<file path="src/rtl/mag_det_pkg.sv">
package mag_det_pkg;
  // Cascade state handed from one comparator bit to the next lower one
  typedef struct packed {
    logic gt;
    logic eq;
  } cmp_link_t;
endpackage

</file>
<file path="src/rtl/sign_xor_row.sv">
module sign_xor_row #(
  parameter int N = 3
) (
  input  logic         sign,
  input  logic [N-1:0] bits_in,
  output logic [N-1:0] bits_out
);
  for (genvar i = 0; i < N; i++) begin : g_x
    assign bits_out[i] = bits_in[i] ^ sign;
  end
endmodule

</file>
<file path="src/rtl/half_add_cell.sv">
module half_add_cell (
  input  logic a,
  input  logic b,
  output logic s,
  output logic co
);
  assign s  = a ^ b;
  assign co = a & b;
endmodule

</file>
<file path="src/rtl/cmp_bit_cell.sv">
module cmp_bit_cell
  import mag_det_pkg::*;
(
  input  cmp_link_t up,
  input  logic      m,
  input  logic      t,
  output cmp_link_t dn
);
  assign dn.gt = up.gt | (up.eq & m & ~t);
  assign dn.eq = up.eq & ~(m ^ t);
endmodule

</file>
<file path="src/rtl/mag_thresh_detect.sv">
module mag_thresh_detect
  import mag_det_pkg::*;
#(
  parameter int W = 4
) (
  input  logic         clk,
  input  logic         rst,
  input  logic [W-1:0] data_in,
  input  logic [W-2:0] threshold,
  output logic         above
);
  localparam int M = W - 1;

  logic         sign;
  logic [M-1:0] inv;
  logic [M-1:0] mag;
  logic [M:0]   carry;
  cmp_link_t    link [M+1];
  logic         min_code;
  logic         flag_c;

  assign sign = data_in[W-1];

  sign_xor_row #(.N(M)) i_inv (
    .sign(sign), .bits_in(data_in[M-1:0]), .bits_out(inv)
  );

  // Increment chain: the sign bit is the injected one
  assign carry[0] = sign;
  for (genvar i = 0; i < M; i++) begin : g_inc
    half_add_cell i_ha (
      .a(inv[i]), .b(carry[i]), .s(mag[i]), .co(carry[i+1])
    );
  end

  // Cascade from MSB down; link[0] enters at bit M-1
  assign link[0] = '{gt: 1'b0, eq: 1'b1};
  for (genvar k = 0; k < M; k++) begin : g_cmp
    cmp_bit_cell i_cb (
      .up(link[k]), .m(mag[M-1-k]), .t(threshold[M-1-k]), .dn(link[k+1])
    );
  end

  assign min_code = sign & ~(|data_in[M-1:0]);
  assign flag_c   = link[M].gt ^ min_code;

  always_ff @(posedge clk) begin
    if (rst) above <= 1'b0;
    else     above <= flag_c;
  end

  // reset clears the flag
  p_reset_clear_r1: assert property (@(posedge clk) rst |=> !above);
  // positive samples pass their low bits through as magnitude
  p_pos_pass_r3: assert property (@(posedge clk) disable iff (rst)
    !data_in[W-1] |-> mag == data_in[M-1:0]);
  // for negative samples, magnitude plus low bits wrap to zero
  p_neg_sum_r4: assert property (@(posedge clk) disable iff (rst)
    data_in[W-1] |-> M'(mag + data_in[M-1:0]) == '0);
  // most negative code always raises the flag
  p_min_code_r6: assert property (@(posedge clk) disable iff (rst)
    (data_in == {1'b1, {M{1'b0}}}) |=> above);
  // a tie with a non-minimum code never raises the flag
  p_tie_low_r5: assert property (@(posedge clk) disable iff (rst)
    (mag == threshold && !min_code) |=> !above);
  // greater and equal never hold together at the cascade end
  p_excl_r8: assert property (@(posedge clk) disable iff (rst)
    !(link[M].gt && link[M].eq));
endmodule

</file>
<file path="config.mk">
export PLATFORM = sky130hd
export DESIGN_NAME = mag_thresh_detect
export DESIGN_NICKNAME = d
export VERILOG_FILES = /design/src/rtl/mag_det_pkg.sv /design/src/rtl/sign_xor_row.sv /design/src/rtl/half_add_cell.sv /design/src/rtl/cmp_bit_cell.sv /design/src/rtl/mag_thresh_detect.sv
export SDC_FILE = /design/constraint.sdc
export NUM_CORES = 1
export LEC_CHECK = 0
export BUFFER_PORTS_ARGS = -buffer_cell sky130_fd_sc_hd__buf_4
export CORE_AREA = 2 2 39 41
export DETAILED_ROUTE_END_ITERATION = 10
export DIE_AREA = 0 0 41 43
export MAX_ROUTING_LAYER = met4
export PLACE_DENSITY = 0.41
export SYNTH_ARGS = -nofsm -noshare
export SYNTH_HDL_FRONTEND = slang
export SYNTH_SLANG_ARGS = --single-unit
</file>
<file path="constraint.sdc">
create_clock -name clk -period 2.71 [get_ports clk]
set_input_delay 0.4065 -clock clk [delete_from_list [all_inputs] [get_ports clk]]
set_output_delay 0.4065 -clock clk [all_outputs]
set_load 0.05 [all_outputs]
</file>
==> run metrics, run 1 <==
status finished, final reports clean; Setup violations, final 0; Clk pwr share 0%; register with the most flip-flops above; CP Data Arrival Time 2.28 ns; Distinct cells, synth 12; chip width 41 um; full die area 1760 um^2; max incr delay on CP 0.36 ns; Clock transition at path regs 0 ns; maximum fanout along the worst path 5; Comb pwr share 74.3%; Largest regs above x1; EDFF count, synth 0; sw frac 34.8%; Synth Area in XOR/XNOR 20.1%; post-synth top area share 21.6%; grt total ovfl 0; Initial DRC Count 0; Area growth syn-to-layout 50.4%; ys async rst share 0%; mean routed wirelength per cell 7.91 um; Largest register FFs 1; worst min-delay path category input port to flop; postcts setup bufs 0; ys flop type dfxtp_1; Reg power frac 25.7%; diode count 0; Multi-input gate area 146 um^2; core area 1380 um^2; largest family of logic cells by synthesized area simple AND/OR/NAND/NOR gates; I/O Buffers 9; syn_area_per_cell 9.66 um^2; area leader, netlist ha_1; Seq/Total Area, Yosys 11.5%; Max Slew Vio Count 0; Ports 10; Hold Path End above$_SDFF_PP0_; Post-Synthesis Cells 18; mux cell area share after synthesis 6.47%; via count 156; most frequent cells after synthesis ha_1, xnor2_1, inv_1, nor2b_1; worst vdd ir 61.2 uV; #FFs+latches synth 1; # hold bufs at CTS 0; worst hold stages 3; RSZ-0062 raised after global routing false; Post-Syn Area 174 um^2; Slew HR 81.5%; Setup TNS Final 0 ns; worst slew pin tran 0.277 ns; final wirelength 340 um; Lkg Pwr 0.121 nW; Synth Area in Compound Gates 8.63%; FMAX 417 MHz; most area-consuming cells after synthesis ha_1, xnor2_1, dfxtp_1; startpoint type of the worst setup path input port; number of routed nets with antenna violations 0; Finished Layout Cells 43; Final Hold Vio Count 0; Placed Cells 43; Slowest-stage cell, CP mux2_2; Synth Area in Simple Gates 27.3%; Seq. cell area 20.0 um^2; vias in the first global route 127; Pwr Total 0.0682 mW; Internal 0.0445 mW; PD cells 261 nW/um^2; worst hold path startpoint rst; post-cts resize count 0; first-pass GRT wire length 531 um; Initial Utilization 12.6%; MaxCap Viol Count 0; crit path cell chain buf_4 -> xor2_1 -> ha_1 -> xnor2_1 -> xnor2_1 -> ha_1 -> and3b_2 -> a311oi_2 -> mux2_2; Nets 41; drt pass-1 iters 1; vias per inst 3.63; Placer Congestion 0.537; fin crit share 88.5%; fillers 157; CP required 2.59 ns; syn nets 30; Crit Path Class input port to flop; gr usage total 4.20%; Final min period 2.40 ns; Die H 43 um; adder-cell share of the synthesized area 21.6%; largest net degree at the start of global routing 6; initial antenna violation count 0; Synth Warn # 0; switching pwr 0.0237 mW; std cell rows 14; layout cells sized above 1 48.1%; element type at the critical path end flop; number of remaining DRC errors 0
[cell usage in the layout (no fill, tap or decap), drive strengths merged]
cell type  netlist  final
xor2             1      1
xnor2            3      3
a311oi           1      1
inv              2      2
ha               3      3
buf              0      9
nand2b           1      1
mux2             1      1
nor2             1      1
nor2b            2      2
nor4b            1      1
dfxtp            1      1
and3b            1      1
[worst max-delay path: cells and delay by family]
family | cells | cell delay, ns
AOI/OAI and AO/OA | 1 | 0.25
xor gates and xnor gates | 3 | 0.46
adders and majority gates | 2 | 0.45
buffers and inverters | 1 | 0.14
muxes | 1 | 0.36
and+or+nand+nor | 1 | 0.22
[per-stage QoR]
stage               instance area [um^2]  hold WS, ns  utilization (%)  worst slack, ns
global placement                     262        0.772             18.9            0.332
floorplan                            174        0.642                -            0.486
detailed placement                   262        0.781             18.9            0.286
global route                         262        0.804             18.9            0.192
CTS                                  262        0.781             18.9            0.285
finish                               262        0.777             18.9            0.312
[power by group through the flow]
stage	clock network (mW)	logic (mW)	registers [mW]
after floorplan	0	0.0257	0.0249
after global placement	0	0.0496	0.0176
after detailed placement	0	0.0514	0.0176
after CTS	0	0.0518	0.0176
after global routing	0	0.0567	0.0178
final	0	0.0507	0.0175
[per-layer routing]
metal	global-route usage (%)	share of wire, %	wire length (um)	vias to the layer above
met4	0	0	0	0
met1	7.91	51	175	66
li1	-	-	-	80
met2	5.00	31	107	10
met3	0	17	57	0
met5	-	0	0	-
[cell type report]
type / count / area share [%]
Tap cell: 16 / 7.66
Sequential cell: 1 / 7.66
Inverter: 2 / 2.87
Multi-Input combinational cell: 15 / 56.0
Timing Repair Buffer: 9 / 25.8
[how the worst max path moves through the flow]
stage,slack (ns),start,endpoint,depth (start not counted)
after floorplan,0.49,data_in[0],above$_SDFF_PP0_,9
after global placement,0.33,data_in[3],above$_SDFF_PP0_,9
after detailed placement,0.29,data_in[3],above$_SDFF_PP0_,9
after CTS,0.29,data_in[3],above$_SDFF_PP0_,9
after global routing,0.19,data_in[3],above$_SDFF_PP0_,9
final,0.31,data_in[3],above$_SDFF_PP0_,9
[kinds of logic (layout without fill, tap and decap cells)]
group,count (synthesis),after routing
simple gates,6,6
xor+xnor,4,4
fa+ha+maj,3,3
buf+inv,2,11
compound gates,1,1
mux,1,1
flops,1,1
Note: power is estimated with default switching activity, not from simulation.
==> run 2, diff against run 1 <==
- clock period: 2.71 -> 2.4 ns (I/O delays scaled with it)
==> run 2 against run 1 <==
  * Flip-flop and latch count did not move
  * Highest routed layer unchanged
  * Routed wire length rose by 2.1%
  * Power rose by 17%
  * Cell area rose by 1.4%
  * Utilization rose by 0.27 points
  * Sequential share of layout area fell by 0.11 points
  * Global-route usage rose by 0.20 points
  * Via count fell by 3.2%
  * Critical endpoint unchanged
  * Critical path depth did not move
  * Die area did not move
  * Setup slack got worse by 0.23 ns
  * Largest power group unchanged
==> run metrics, run 2 (synthesized netlist as in run 1, its figures left out) <==
RSZ-0062 raised after global routing false; number of remaining DRC errors 0 (unchanged); gr usage total 4.40% (+0.20 points); drt pass-1 iters 1 (unchanged); Setup violations, final 0 (unchanged); Area growth syn-to-layout 52.5%; final wirelength 347 um (+2.1%); register with the most flip-flops above; Nets 41 (unchanged); Placed Cells 43 (unchanged); startpoint type of the worst setup path input port; postcts setup bufs 0 (unchanged); CP required 2.28 ns (-0.31 ns); fillers 154 (-1.9%); largest net degree at the start of global routing 6 (unchanged); Finished Layout Cells 43 (unchanged); Initial Utilization 12.6% (unchanged); Placer Congestion 0.537 (unchanged); commonest cells after routing, fill and taps aside buf_4, xnor2_1, ha_1, inv_1, nor2b_1; first-pass GRT wire length 565 um (+6.4%); initial antenna violation count 0 (unchanged); layout cells sized above 1 48.1% (unchanged); Lkg Pwr 0.125 nW (+2.9%); vias in the first global route 132 (+3.9%); Pwr Total 0.0796 mW (+17%); worst vdd ir 74.8 uV (+22%); element type at the critical path end flop; std cell rows 14 (unchanged); worst min-delay path category input port to flop; Ports 10 (unchanged); number of routed nets with antenna violations 0 (unchanged); Final min period 2.32 ns; post-cts resize count 0 (unchanged); chip width 41 um (unchanged); Final Hold Vio Count 0 (unchanged); diode count 0 (unchanged); # hold bufs at CTS 0 (unchanged); via count 151 (-3.2%); maximum fanout along the worst path 5 (unchanged); Buf/Inv on CP 1 (unchanged); Max Slew Vio Count 0 (unchanged); grt total ovfl 0 (unchanged); I/O Buffers 9 (unchanged); MaxCap Viol Count 0 (unchanged); Largest regs above x1; Most Frequent Cell on Critical Path ha_1; CP delay by family, top adder cells; Hold Slack 0.737 ns (-0.0398 ns); max incr delay on CP 0.32 ns (-0.04 ns); Slew HR 81.9% (+0.42 points); Slowest-stage cell, CP mux2_4; Initial DRC Count 0 (unchanged); Crit Path Class input port to flop; core area 1380 um^2 (unchanged); PD cells 300 nW/um^2 (+15%); crit path cell chain buf_4 -> ha_1 -> ha_1 -> xnor2_1 -> xnor2_1 -> ha_1 -> and3b_2 -> a311oi_2 -> mux2_4; most common cell after layout, fill and taps aside buf_4; FMAX 431 MHz; mean routed wirelength per cell 8.07 um (+2.1%); CP Data Arrival Time 2.20 ns (-0.08 ns); status finished, final reports clean; full die area 1760 um^2 (unchanged); Largest register FFs 1 (unchanged); Setup TNS Final 0 ns (unchanged); Die H 43 um (unchanged); vias per inst 3.51 (-3.2%); worst slew pin tran 0.271 ns (-0.00630 ns); fin crit share 96.6%; Clock transition at path regs 0 ns (unchanged)
run 2: power by group:
group | total [mW] | internal, mW | switching, mW
logic | 0.0598 | 0.0325 | 0.0273
registers | 0.0198 | 0.0193 | 0.000511
clock network | 0 | 0 | 0
run 2: layout make-up:
cell class / count / area [um^2] / area share (%)
timing repair buffer: 9 / 67.6 / 25.5
tap: 16 / 20.0 / 7.55
inverter: 2 / 7.51 / 2.83
multi-input combinational: 15 / 150 / 56.6
sequential: 1 / 20.0 / 7.55
run 2: final timing paths:
path        from          endpoint  slack [ns]  cells after the start
max   data_in[3]  above$_SDFF_PP0_        0.08                      9
min          rst  above$_SDFF_PP0_        0.74                      3
run 2: through the flow:
| step | utilization (%) | worst slack [ns] | cell area (um^2) |
|---|---|---|---|
| finish | 19.2 | 0.0810 | 265 |
| global route | 19.2 | 0.00454 | 265 |
| CTS | 18.9 | 0.0221 | 262 |
| detailed placement | 18.9 | 0.0274 | 262 |
| global placement | 18.9 | 0.0690 | 262 |
| floorplan | - | 0.222 | 174 |
run 2: metal layers:
| layer | track usage, % | vias to the layer above | wire length (um) |
|---|---|---|---|
| met5 | - | - | 0 |
| met1 | 8.54 | 60 | 204 |
| met2 | 5.00 | 10 | 96 |
| met3 | 0 | 0 | 46 |
| li1 | - | 81 | - |
| met4 | 0 | 0 | 0 |
